===== config.mk =====
export PLATFORM = sky130hd
export DESIGN_NAME = pwm16_timer
export DESIGN_NICKNAME = d
export VERILOG_FILES = /design/src/rtl/pwm16_pkg.sv /design/src/rtl/pwm16_prescale.sv /design/src/rtl/pwm16_count.sv /design/src/rtl/pwm16_ocu.sv /design/src/rtl/pwm16_timer.sv
export SDC_FILE = /design/constraint.sdc
export NUM_CORES = 1
export LEC_CHECK = 0
export CAP_MARGIN = 0
export CORE_AREA = 2 2 109 111
export CTS_CLUSTER_DIAMETER = 150
export DETAILED_ROUTE_END_ITERATION = 16
export DIE_AREA = 0 0 111 113
export PLACE_DENSITY = 0.75
export SLEW_MARGIN = 20
export SYNTH_ARGS = -nofsm -noshare
export SYNTH_HDL_FRONTEND = slang
export SYNTH_SLANG_ARGS = --single-unit

===== constraint.sdc =====
create_clock -name clk -period 4.5 [get_ports clk]
set_clock_uncertainty 0.1 [all_clocks]
set_input_delay 0.9 -clock clk [delete_from_list [all_inputs] [get_ports clk]]
set_output_delay 0.9 -clock clk [all_outputs]
set_load 0.02 [all_outputs]

===== src/rtl/pwm16_pkg.sv =====
package pwm16_pkg;

   typedef enum logic [1:0] {
      OC_OFF    = 2'd0,
      OC_TOGGLE = 2'd1,
      OC_NONINV = 2'd2,
      OC_INV    = 2'd3
   } oc_mode_e;

   typedef enum logic [2:0] {
      WV_FAST_REG  = 3'd0,
      WV_FAST_CMPA = 3'd1,
      WV_PC_8BIT   = 3'd2,
      WV_PC_9BIT   = 3'd3,
      WV_PC_10BIT  = 3'd4,
      WV_PC_REG    = 3'd5,
      WV_PC_CMPA   = 3'd6,
      WV_FAST_ALT  = 3'd7
   } wave_e;

   typedef struct packed {
      oc_mode_e oc_b;
      oc_mode_e oc_a;
      logic [2:0] clk_sel;
      wave_e wave;
   } ctrl_t;

   localparam int CTRL_BITS = $bits(ctrl_t);

   localparam logic [2:0] ADR_CTRL  = 3'd0;
   localparam logic [2:0] ADR_TOP   = 3'd1;
   localparam logic [2:0] ADR_CMPA  = 3'd2;
   localparam logic [2:0] ADR_CMPB  = 3'd3;
   localparam logic [2:0] ADR_FLAG  = 3'd4;

endpackage


===== src/rtl/pwm16_prescale.sv =====
module pwm16_prescale #(
   parameter int DIV_BITS = 10
) (
   input  logic       clk,
   input  logic       rst_n,
   input  logic [2:0] sel,
   output logic       tick
);
   localparam int STEP1 = 3;
   localparam int STEP2 = 6;
   localparam int STEP3 = 8;
   localparam int STEP4 = 10;

   if (DIV_BITS < STEP4) begin : g_bad_div
      $error("pwm16_prescale: DIV_BITS must be at least 10");
   end

   logic [DIV_BITS-1:0] phase_q;

   always_ff @(posedge clk) begin
      if (!rst_n) phase_q <= '0;
      else        phase_q <= phase_q + 1'b1;
   end

   always_comb begin
      case (sel)
         3'd1:    tick = 1'b1;
         3'd2:    tick = &phase_q[STEP1-1:0];
         3'd3:    tick = &phase_q[STEP2-1:0];
         3'd4:    tick = &phase_q[STEP3-1:0];
         3'd5:    tick = &phase_q[STEP4-1:0];
         default: tick = 1'b0;
      endcase
   end
endmodule


===== src/rtl/pwm16_count.sv =====
module pwm16_count
   import pwm16_pkg::*;
#(
   parameter int WIDTH = 16
) (
   input  logic             clk,
   input  logic             rst_n,
   input  logic             tick,
   input  wave_e            wave,
   input  logic [WIDTH-1:0] top_reg,
   input  logic [WIDTH-1:0] cmpa_buf,
   output logic [WIDTH-1:0] cnt,
   output logic [WIDTH-1:0] cmpa_act,
   output logic [WIDTH-1:0] top_val,
   output logic             phase,
   output logic             top_hit,
   output logic             down_slope,
   output logic             ovf_evt
);
   localparam logic [WIDTH-1:0] TOP8  = WIDTH'(16'h00FF);
   localparam logic [WIDTH-1:0] TOP9  = WIDTH'(16'h01FF);
   localparam logic [WIDTH-1:0] TOP10 = WIDTH'(16'h03FF);

   logic dir_down;
   logic bottom;

   always_comb begin
      case (wave)
         WV_FAST_CMPA, WV_PC_CMPA: top_val = cmpa_act;
         WV_PC_8BIT:               top_val = TOP8;
         WV_PC_9BIT:               top_val = TOP9;
         WV_PC_10BIT:              top_val = TOP10;
         default:                  top_val = top_reg;
      endcase
   end

   assign phase   = (wave == WV_PC_8BIT) || (wave == WV_PC_9BIT) || (wave == WV_PC_10BIT)
                 || (wave == WV_PC_REG)  || (wave == WV_PC_CMPA);
   assign top_hit = (cnt == top_val);
   assign bottom  = (cnt == '0);
   assign down_slope = phase && ((top_hit && !bottom) || (!bottom && dir_down));
   assign ovf_evt = tick && (phase ? (bottom && (dir_down || top_hit)) : top_hit);

   always_ff @(posedge clk) begin
      if (!rst_n) begin
         cnt      <= '0;
         dir_down <= 1'b0;
         cmpa_act <= '0;
      end else if (tick) begin
         if (top_hit && !dir_down) cmpa_act <= cmpa_buf;
         if (!phase) begin
            dir_down <= 1'b0;
            cnt      <= top_hit ? '0 : cnt + 1'b1;
         end else if (dir_down) begin
            if (bottom) begin
               dir_down <= 1'b0;
               cnt      <= (top_val == '0) ? '0 : WIDTH'(1);
            end else begin
               cnt <= cnt - 1'b1;
            end
         end else if (top_hit) begin
            if (!bottom) begin
               dir_down <= 1'b1;
               cnt      <= cnt - 1'b1;
            end
         end else begin
            cnt <= cnt + 1'b1;
         end
      end
   end
endmodule


===== src/rtl/pwm16_ocu.sv =====
module pwm16_ocu
   import pwm16_pkg::*;
#(
   parameter int WIDTH      = 16,
   parameter bit CAN_TOGGLE = 1'b0
) (
   input  logic             clk,
   input  logic             rst_n,
   input  logic             tick,
   input  oc_mode_e         mode,
   input  logic [WIDTH-1:0] cnt,
   input  logic [WIDTH-1:0] cmp,
   input  logic             phase,
   input  logic             top_hit,
   input  logic             down_slope,
   input  logic             top_from_a,
   output logic             pin
);
   logic level_q;
   logic toggle_ok;
   logic match;

   if (CAN_TOGGLE) begin : g_tog
      assign toggle_ok = top_from_a;
   end else begin : g_notog
      assign toggle_ok = 1'b0;
   end

   assign match = (cnt == cmp);

   always_ff @(posedge clk) begin
      if (!rst_n) begin
         level_q <= 1'b0;
      end else if (tick) begin
         case (mode)
            OC_TOGGLE: if (toggle_ok && match) level_q <= !level_q;
            OC_NONINV, OC_INV: begin
               if (phase) begin
                  if (match) level_q <= down_slope ? (mode == OC_NONINV) : (mode == OC_INV);
               end else if (top_hit) begin
                  level_q <= (mode == OC_NONINV);
               end else if (match) begin
                  level_q <= (mode == OC_INV);
               end
            end
            default: level_q <= level_q;
         endcase
      end
   end

   assign pin = (mode == OC_OFF || (mode == OC_TOGGLE && !toggle_ok)) ? 1'b0 : level_q;
endmodule


===== src/rtl/pwm16_timer.sv =====
module pwm16_timer
   import pwm16_pkg::*;
#(
   parameter int WIDTH    = 16,
   parameter int DIV_BITS = 10
) (
   input  logic             clk,
   input  logic             rst_n,
   input  logic             wr_en,
   input  logic [2:0]       wr_addr,
   input  logic [WIDTH-1:0] wr_data,
   output logic [WIDTH-1:0] count,
   output logic             oc_a,
   output logic             oc_b,
   output logic             ovf_flag
);
   localparam int NUM_CH = 2;

   if (WIDTH < CTRL_BITS) begin : g_bad_width
      $error("pwm16_timer: WIDTH must hold the control word and 10-bit fixed tops");
   end

   ctrl_t            ctrl_q;
   logic [WIDTH-1:0] top_reg_q;
   logic [WIDTH-1:0] cmpa_buf_q;
   logic [WIDTH-1:0] cmpb_q;
   logic             tick;
   logic [WIDTH-1:0] cmpa_act;
   logic [WIDTH-1:0] top_val;
   logic             phase;
   logic             top_hit;
   logic             down_slope;
   logic             ovf_evt;
   logic             top_from_a;
   logic [WIDTH-1:0] ch_cmp  [NUM_CH];
   oc_mode_e         ch_mode [NUM_CH];
   logic             ch_pin  [NUM_CH];

   always_ff @(posedge clk) begin
      if (!rst_n) begin
         ctrl_q     <= '0;
         top_reg_q  <= '0;
         cmpa_buf_q <= '0;
         cmpb_q     <= '0;
         ovf_flag   <= 1'b0;
      end else begin
         if (wr_en) begin
            case (wr_addr)
               ADR_CTRL: ctrl_q     <= ctrl_t'(wr_data[CTRL_BITS-1:0]);
               ADR_TOP:  top_reg_q  <= wr_data;
               ADR_CMPA: cmpa_buf_q <= wr_data;
               ADR_CMPB: cmpb_q     <= wr_data;
               default: ;
            endcase
         end
         if (ovf_evt)                                      ovf_flag <= 1'b1;
         else if (wr_en && wr_addr == ADR_FLAG && wr_data[0]) ovf_flag <= 1'b0;
      end
   end

   pwm16_prescale #(.DIV_BITS(DIV_BITS)) i_pre (
      .clk  (clk),
      .rst_n(rst_n),
      .sel  (ctrl_q.clk_sel),
      .tick (tick)
   );

   pwm16_count #(.WIDTH(WIDTH)) i_cnt (
      .clk       (clk),
      .rst_n     (rst_n),
      .tick      (tick),
      .wave      (ctrl_q.wave),
      .top_reg   (top_reg_q),
      .cmpa_buf  (cmpa_buf_q),
      .cnt       (count),
      .cmpa_act  (cmpa_act),
      .top_val   (top_val),
      .phase     (phase),
      .top_hit   (top_hit),
      .down_slope(down_slope),
      .ovf_evt   (ovf_evt)
   );

   assign top_from_a = (ctrl_q.wave == WV_FAST_CMPA) || (ctrl_q.wave == WV_PC_CMPA);
   assign ch_cmp[0]  = cmpa_act;
   assign ch_cmp[1]  = cmpb_q;
   assign ch_mode[0] = ctrl_q.oc_a;
   assign ch_mode[1] = ctrl_q.oc_b;

   for (genvar ch = 0; ch < NUM_CH; ch++) begin : g_ch
      pwm16_ocu #(.WIDTH(WIDTH), .CAN_TOGGLE(ch == 0)) i_ocu (
         .clk       (clk),
         .rst_n     (rst_n),
         .tick      (tick),
         .mode      (ch_mode[ch]),
         .cnt       (count),
         .cmp       (ch_cmp[ch]),
         .phase     (phase),
         .top_hit   (top_hit),
         .down_slope(down_slope),
         .top_from_a(top_from_a),
         .pin       (ch_pin[ch])
      );
   end

   assign oc_a = ch_pin[0];
   assign oc_b = ch_pin[1];
endmodule


==> flow_summary.json, run 1 <==
{
  "crit_start": "ctrl_q[2]",
  "port_buffers": 40,
  "path_max_fanout": 23,
  "antenna_found_initial": 0,
  "clk_path_buf_depth": 2,
  "outcome": "finished, final reports clean",
  "setup_violations": 0,
  "die_h_um": 113,
  "fillers": 1008,
  "hold_end": "cmpa_buf_q[14]",
  "htree_num_levels": 3,
  "clock-sinks": 104,
  "num_rows": 39,
  "tns_ps": 0,
  "multi_input_area_mm2": 0.00384,
  "worstHoldStart": "cmpa_buf_q[14]",
  "drcViolationCount": 0,
  "gr-usage-met1_pct": 38.0,
  "grt-ovfl-total": 0,
  "cts_resized": 0,
  "cts-hold-fix-buffers": 0,
  "drt-pass1-iter-count": 5,
  "diodes": 0,
  "cp-end-kind": "register",
  "cp_data_required_time_ps": 4690,
  "min_path_cells": 2,
  "hold_viol_final": 0,
  "area_growth_pct": 9.46,
  "r2r-end": "i_cnt.cnt[7]",
  "clock_latency_ps": 350,
  "ir_drop_mv": 0.199,
  "period_share_pct": 83.3,
  "leakagePower_uw": 0.00265,
  "syn_inst": 774,
  "yosys-top-cells-area": "dfxtp_1 33%, nand2_1 8.7%, a21boi_0 6.9%",
  "seq_area_mm2": 0.00208,
  "rsz0062_at_grt": "false",
  "layout.nets": 794,
  "grt_pass1_vias": 5288,
  "via_per_inst": 6.19,
  "grt_usage_pct": 27.5,
  "synth_seq_area_share_pct": 33.2,
  "max_freq_mhz": 267,
  "path_cells": "buf_4 -> nor4bb_1 -> a221oi_1 -> xnor2_1 -> nand4_1 -> nor2_1 -> a21o_1 -> nand2_1 -> o311ai_0 -> o311a_1",
  "place.gp.congestion": 0.904,
  "drv_cap": 0,
  "drv_slew": 0,
  "r2r_cells": 10,
  "syn_nets": 801,
  "async_flop_share_pct": 0,
  "drt-initial-drc-count": 497,
  "layout-drive-gt1-share_pct": 5.19,
  "synth_ff_type": "dfxtp_1",
  "worst_pin_slew_ps": 1020,
  "post-route-util_pct": 60.9,
  "clockRootBuffer": "clkbuf_16",
  "yosys_warnings": 0,
  "synth_seq_cells": 104,
  "pre_cts_ws_ps": 869,
  "dieArea_mm2": 0.0125,
  "synthesis.area_mm2": 0.00627,
  "period_needed_ps": 3750,
  "cts_tree": "done",
  "worst_path_largest_cell_delay_ps": 810,
  "dieWidth_um": 111,
  "cts_inserted_buffers": 9,
  "initial_core_util_pct": 55.6,
  "slew_headroom_pct": 32.1,
  "p_per_area_mw_per_mm2": 295,
  "grt_max_degree": 63,
  "met2_usage_pct": 43.8,
  "synth_edf_count": 0,
  "worstPathArrival_ps": 3940,
  "synth_top_cell_area_share_pct": 33.2,
  "clk_pin_slew_ps": 70,
  "hpwl_mm": 12.1,
  "totalWireLength_mm": 17.2,
  "r2r_start": "ctrl_q[2]",
  "synth_area_per_cell_um2": 8.10,
  "wl_per_cell_um": 18.8,
  "io_pins": 41,
  "total_power_uw": 2020,
  "antenna_left": 0,
  "worst_hold_path_type": "register to register",
  "synth_top_cell_by_area": "dfxtp_1",
  "grt_pass1_wl_mm": 27.6,
  "met3_usage_pct": 3.70,
  "start_kind": "register",
  "vias": 5660,
  "post_cts_buffers": 0,
  "slowest_stage": "dfxtp_1",
  "setup_slack_ps": 752,
  "busiest_layer": "met2",
  "path_class": "register to register",
  "synth_cell_types": 72,
  "coreArea_mm2": 0.0113,
  "reg2reg_slack_ps": 750
}
per-stage QoR:
step | cell area [um2] | std cells | hold WS, ps
floorplan | 6270 | 774 | 337
global route | 6860 | 914 | 384
detailed placement | 6590 | 899 | 356
CTS | 6860 | 914 | 366
finish | 6860 | 914 | 367
global placement | 6590 | 899 | 351
logic make-up after synthesis:
kind of cell	share of synthesized area, %
DFF	33.2
adders and majority gates	0.998
and+or+nand+nor	26.6
AOI/OAI and AO/OA	20.1
buffers and inverters	5.57
xor gates and xnor gates	8.38
muxes	5.15
layout make-up:
cell class	instances	share of cell area [%]
Clock buffer	9	3.28
Clock inverter	6	0.656
Inverter	6	0.328
Multi-Input combinational cell	598	56.0
Sequential cell	104	30.3
Tap cell	143	2.61
Timing Repair Buffer	48	6.82
cell usage in the layout (no fill, tap or decap), drive strengths merged, types with 4 or more instances in the layout:
master | Yosys | routed
a211oi | 4 | 4
a21boi | 59 | 59
a21oi | 24 | 24
a221oi | 7 | 7
a31oi | 5 | 5
and2 | 18 | 18
and3 | 20 | 20
buf | 21 | 9
clkbuf | 45 | 9
clkdlybuf4s50 | 0 | 39
dfxtp | 104 | 104
ha | 5 | 5
inv | 6 | 8
mux2i | 30 | 30
nand2 | 147 | 147
nand3 | 26 | 26
nand3b | 5 | 5
nand4 | 9 | 9
nor2 | 23 | 23
nor2b | 28 | 28
nor3 | 8 | 8
nor4 | 15 | 15
nor4bb | 8 | 8
o211ai | 4 | 4
o21a | 4 | 4
o21ai | 26 | 26
o221ai | 4 | 4
o311a | 4 | 4
o31ai | 6 | 6
xnor2 | 21 | 21
xor2 | 39 | 39
worst max-delay path, delay by kind of cell (launching register included):
kind	cells	cell delay, ps
AOI/OAI and AO/OA	4	1100
xor gates and xnor gates	1	180
buffers and inverters	1	320
DFF	1	810
and+or+nand+nor	4	1190
metal layers:
metal,up-vias,routed length [um],share of wire (%)
met1,2663,7460,43
met5,-,0,0
li1,2710,-,-
met4,0,514,3.0
met2,247,7730,45
met3,40,1510,8.8
worst max-delay path by stage:
stage,to,slack (ps),cells after the start
after global placement,i_cnt.cnt[15],1020,9
after floorplan,g_ch[0].i_ocu.level_q,1640,12
final,i_cnt.cnt[7],750,10
after CTS,i_cnt.cnt[15],870,10
after detailed placement,i_cnt.cnt[15],870,10
after global routing,i_cnt.cnt[7],410,10
flip-flops by register name, indices dropped and copies added (netlist names):
| name | flops |
|---|---|
| i_cnt.dir_down | 1 |
| i_cnt.cnt | 16 |
| cmpa_buf_q | 16 |
| ovf_flag | 1 |
| g_ch.i_ocu.level_q | 2 |
| cmpb_q | 16 |
| ch_mode | 4 |
| i_pre.phase_q | 10 |
| top_reg_q | 16 |
| i_cnt.cmpa_act | 16 |
| ctrl_q | 6 |
power by group:
part	leakage (uW)	internal, uW	switching, uW
sequential	0.000841	936	26.6
combinational	0.00168	121	193
clock	0.000130	377	371
total	0.00265	1430	590
cell usage after synthesis, types with 3 or more instances:
cell and number:
or2_2 3, a21oi_1 24, ha_1 5, clkbuf_1 45, o311a_1 4, nor2_1 22, buf_2 6, o21ai_0 21
nor3_1 8, inv_1 6, o21ai_1 5, buf_6 6, o31ai_1 6, a221oi_1 7, and3_1 20, a2bb2oi_1 3
o221ai_1 4, nand3_1 26, a21o_1 3, a31oi_1 5, mux2i_1 30, xnor2_1 21, nand4_1 9, nand3b_1 5
a21boi_0 58, dfxtp_1 104, o211ai_1 4, o21a_1 4, nor4_1 14, buf_4 7, nand2_1 146, nand4b_1 3
and2_1 16, xor2_1 39, nor2b_1 28, nor4bb_1 8, a211oi_1 4
Note: power is estimated with default switching activity, not from simulation.
==> inputs of run 2 (changes only) <==
==> constraint.sdc (replaced) <==
create_clock -name clk -period 3.5 [get_ports clk]
set_clock_uncertainty 0.1 [all_clocks]
set_input_delay 0.7 -clock clk [delete_from_list [all_inputs] [get_ports clk]]
set_output_delay 0.7 -clock clk [all_outputs]
set_load 0.02 [all_outputs]
==> flow_summary.json, run 2 (synthesized netlist as in run 1, its figures left out) <==
{
  "outcome": "finished, final reports clean",
  "hold_viol_final": 0,
  "slowest_stage": "clkdlybuf4s50_1",
  "combPwrFrac_pct": 16.6,
  "drcViolationCount": 0,
  "cp_top_family": "buffers and inverters",
  "max_freq_mhz": 295,
  "clk_path_buf_depth": 2,
  "layout_commonest_cell": "nand2_1",
  "io_pins": 41,
  "dieWidth_um": 111,
  "totalWireLength_mm": 18.0,
  "mostFrequentLayoutCells": "145 x nand2_1, 104 x dfxtp_1, 58 x a21boi_0",
  "diodes": 0,
  "setup_violations": 0,
  "period_needed_ps": 3390,
  "r2r_start": "ctrl_q[2]",
  "multi_input_area_mm2": 0.00385,
  "path_max_fanout": 45,
  "leakagePower_uw": 0.00276,
  "met2_usage_pct": 45.2,
  "drv_slew": 0,
  "cp-end-kind": "output pin",
  "layout.nets": 811,
  "start_kind": "register",
  "fillers": 979,
  "place.gp.congestion": 0.974,
  "post-route-util_pct": 62.5,
  "grt_usage_pct": 28.9,
  "rsz0062_at_grt": "false",
  "crit_start": "ctrl_q[0]",
  "p_per_area_mw_per_mm2": 380,
  "clk_pin_slew_ps": 80,
  "grt_pass1_vias": 5423,
  "worst_hold_path_type": "register to register",
  "seqPwrFrac_pct": 45.9,
  "initial_core_util_pct": 55.6,
  "wl_per_cell_um": 19.3,
  "cp_data_required_time_ps": 2700,
  "busiest_layer": "met2",
  "worstHoldStart": "cmpa_buf_q[4]",
  "grt_pass1_wl_mm": 28.8,
  "path_class": "register to output pin",
  "seq_area_mm2": 0.00208,
  "clkPwrFrac_pct": 37.6,
  "num_rows": 39,
  "cts_inserted_buffers": 9,
  "drt-pass1-iter-count": 7,
  "die_h_um": 113,
  "ir_drop_mv": 0.276,
  "area_growth_pct": 12.3,
  "path_cells": "buf_12 -> or3b_4 -> nand2_1 -> a21oi_1 -> nor2b_1 -> clkdlybuf4s50_1",
  "vias": 5810,
  "drv_cap": 0,
  "p_switching_uw": 763,
  "drt-initial-drc-count": 518,
  "cts-hold-fix-buffers": 0,
  "port_buffers": 40,
  "slew_headroom_pct": 48.3,
  "dieArea_mm2": 0.0125,
  "gr-usage-met1_pct": 39.3,
  "tns_ps": 0,
  "critPathBufInv": 2,
  "via_per_inst": 6.23,
  "worst_pin_slew_ps": 768,
  "cts_tree": "done",
  "switching_share_pct": 28.5,
  "worstPathArrival_ps": 2590,
  "met3_usage_pct": 4.61,
  "grt_max_degree": 74,
  "hpwl_mm": 12.7,
  "coreArea_mm2": 0.0113,
  "internal-power_uw": 1910,
  "clock_latency_ps": 360,
  "clockRootBuffer": "clkbuf_16",
  "period_share_pct": 96.9,
  "clock-sinks": 104,
  "htree_num_levels": 3,
  "layout-drive-gt1-share_pct": 7.35,
  "grt-ovfl-total": 0,
  "worst_path_largest_cell_delay_ps": 650,
  "antenna_found_initial": 0,
  "antenna_left": 0
}
## run 2: cell types whose count changed in the layout (fill, tap and decap cells not counted), moves of 2 or more
cell      before  now
buf_4          7   22
buf_12         1    3
clkbuf_8       0    2
clkinv_2       2    0
## run 2: stage by stage
step / power (uW) / cells / area [um2] / setup slack [ps] / hold WS (ps)
floorplan: 1540 / 774 / 6270 / 637 / 337
global placement: 1660 / 914 / 6730 / 276 / 351
detailed placement: 1670 / 914 / 6730 / 147 / 356
CTS: 2660 / 930 / 7020 / 111 / 365
global route: 2760 / 932 / 7040 / 50.2 / 378
finish: 2670 / 932 / 7040 / 109 / 363
## run 2: path summary, 6_finish.rpt
| kind | slack [ps] | cells after the start | end |
|---|---|---|---|
| hold / removal | 360 | 2 | cmpa_buf_q[4] |
| setup reg to reg | 250 | 11 | g_ch[0].i_ocu.level_q |
| hold reg to reg | 360 | 2 | cmpa_buf_q[4] |
| setup / recovery | 110 | 6 | oc_a |
## run 2: timing repair
| item | in CTS | in global routing |
|---|---|---|
| endpoints found under the hold margin | 0 | 0 |
| buffers inserted | 0 | 2 |
| endpoints found under the setup margin | 0 | 24 |
| gates resized for setup | 0 | 2 |
## run 2: power groups by stage
stage	clock network [uW]	logic (uW)	registers (uW)
after floorplan	0	295	1250
after global placement	0	411	1250
after detailed placement	0	418	1250
after CTS	1010	420	1230
after global routing	1050	479	1230
final	1000	443	1230
## run 2: worst min-delay path, stage by stage (launching register included)
cell,delay (ps)
dfxtp_1,310
nand2_1,40
a21boi_0,60
## run 2: metal layers
metal	share of wire (%)	vias to the layer above
met5	0	-
met3	7.3	55
met4	3.8	0
met1	44	2751
li1	-	2746
met2	45	258
## run 2: area by class of cell
class / count / area share, %
timing repair buffer: 65 / 8.81
tap: 143 / 2.54
clock inverter: 4 / 0.480
clock buffer: 12 / 3.64
multi-input combinational: 598 / 54.6
sequential: 104 / 29.6
inverter: 6 / 0.320
==> inputs of run 3 (changes only) <==
--- a/config.mk
+++ b/config.mk
@@ -11,6 +11,7 @@
 export DETAILED_ROUTE_END_ITERATION = 16
 export DIE_AREA = 0 0 111 113
 export PLACE_DENSITY = 0.75
+export RECOVER_POWER = 25
 export SLEW_MARGIN = 20
 export SYNTH_ARGS = -nofsm -noshare
 export SYNTH_HDL_FRONTEND = slang
==> flow_summary.json, run 3 (synthesized netlist as in run 1, its figures left out) <==
{
  "cts_tree": "done",
  "clk_pin_slew_ps": 80,
  "leakagePower_uw": 0.00275,
  "via_per_inst": 6.26,
  "layout-drive-gt1-share_pct": 7.22,
  "outcome": "finished, violations left",
  "highest_layer": "met4",
  "total_power_uw": 2670,
  "seq_area_mm2": 0.00208,
  "r2r_start": "ctrl_q[1]",
  "wl_met1_mm": 7.85,
  "worst_path_largest_cell_delay_ps": 650,
  "r2r-end": "g_ch[0].i_ocu.level_q",
  "grt_pass1_wl_mm": 28.8,
  "drv_cap": 1,
  "diodes": 0,
  "vias": 5832,
  "grt-ovfl-total": 0,
  "min_path_cells": 2,
  "path_cells": "buf_12 -> or3b_4 -> nand2_1 -> a21oi_1 -> nor2b_1 -> clkdlybuf4s50_1",
  "layout_commonest_cell": "nand2_1",
  "htree_num_levels": 3,
  "violations": "capacitance limit, slew limit",
  "coreArea_mm2": 0.0113,
  "grt_pass1_vias": 5423,
  "path_class": "register to output pin",
  "start_kind": "register",
  "worst_hold_path_type": "register to register",
  "slowest_stage": "clkdlybuf4s50_1",
  "reg2reg_slack_ps": 230,
  "clock-sinks": 104,
  "hpwl_mm": 12.7,
  "drt-pass1-iter-count": 7,
  "grt_max_degree": 74,
  "period_needed_ps": 3360,
  "r2r_cells": 11,
  "cp-end-kind": "output pin",
  "max_freq_mhz": 297,
  "clk_path_buf_depth": 2,
  "hold_viol_final": 0,
  "ir_drop_mv": 0.276,
  "dieWidth_um": 111,
  "port_buffers": 40,
  "dieArea_mm2": 0.0125,
  "worstHoldStart": "cmpa_buf_q[4]",
  "place.gp.congestion": 0.974,
  "area_growth_pct": 12.1,
  "slew_headroom_pct": -3.81,
  "p_per_area_mw_per_mm2": 380,
  "cts_inserted_buffers": 9,
  "period_share_pct": 96.1,
  "totalWireLength_mm": 18.0,
  "wl_met2_mm": 8.12,
  "dr_wl_met3_mm": 1.40,
  "initial_core_util_pct": 55.6,
  "antenna_left": 0,
  "drcViolationCount": 0,
  "io_pins": 41,
  "critPathBufInv": 2,
  "multi_input_area_mm2": 0.00385,
  "wl_per_cell_um": 19.3,
  "hold_end": "cmpa_buf_q[4]",
  "die_h_um": 113,
  "cp_top_family": "buffers and inverters",
  "grt_usage_pct": 28.9,
  "clockRootBuffer": "clkbuf_16",
  "rsz0062_at_grt": "false",
  "holdWs_ps": 369,
  "drv_slew": 36,
  "clock_latency_ps": 360,
  "path_max_fanout": 45,
  "worstPathArrival_ps": 2560,
  "setup_violations": 0,
  "mostFrequentLayoutCells": "145 x nand2_1, 104 x dfxtp_1, 58 x a21boi_0",
  "cts-hold-fix-buffers": 0,
  "worst_pin_slew_ps": 1560,
  "drt-initial-drc-count": 522,
  "tns_ps": 0,
  "antenna_found_initial": 0,
  "cp_data_required_time_ps": 2700,
  "fillers": 982,
  "layout.nets": 811,
  "num_rows": 39
}
[run 3: changes by cell type in the layout (fill, tap and decap cells not counted)]
cell             before  now
buf_2                 1    0
and2_0                1    4
clkbuf_1              1    2
dlygate4sd3_1         0    2
and2_1               16   13
clkdlybuf4s50_1      39   37
clkbuf_2              0    1
buf_12                3    2
[run 3: repair_timing]
item / in CTS / in global routing
gates resized for setup: 0 / 2
setup endpoints to repair: 0 / 24
setup buffers: 0 / 2
[run 3: per-layer routing]
metal  vias to the layer above  GRT usage [%]
li1                       2752              -
met1                      2758           39.3
met2                       273           45.2
met3                        49           4.61
met4                         0           13.6
met5                         -              0
[run 3: how the worst max path moves through the flow]
stage / endpoint / cells after the start / start
floorplan: g_ch[0].i_ocu.level_q / 12 / ctrl_q[1]
global placement: g_ch[0].i_ocu.level_q / 10 / ctrl_q[0]
detailed placement: i_cnt.cnt[7] / 10 / ctrl_q[0]
CTS: i_cnt.cnt[7] / 10 / ctrl_q[0]
global route: g_ch[0].i_ocu.level_q / 11 / ctrl_q[1]
finish: oc_a / 6 / ctrl_q[0]
[run 3: area by class of cell]
type | count | share of cell area [%]
multi-input combinational | 598 | 54.8
sequential | 104 | 29.6
timing repair buffer | 65 | 8.60
clock buffer | 12 | 3.65
tap | 143 | 2.55
clock inverter | 4 | 0.481
inverter | 6 | 0.321
[run 3: report_power, final]
group	leakage (uW)	switching (uW)	internal (uW)	total (uW)
logic	0.00177	263	177	440
registers	0.000841	23.1	1200	1230
clock network	0.000140	475	529	1000
total	0.00275	761	1910	2670
[run 3: tightest hold or removal path: stages (launching register included)]
cell	delay [ps]
dfxtp_1	310
nand2_1	50
a21boi_0	60
[run 3: per-stage QoR]
stage	setup WS, ps	cells	utilization [%]	area (um2)
2_1_floorplan	637	774	-	6270
3_3_place_gp	276	914	59.7	6730
3_5_place_dp	147	914	59.7	6730
4_1_cts	111	930	62.2	7020
5_1_grt	43.7	932	62.3	7020
6_report	136	932	62.3	7020
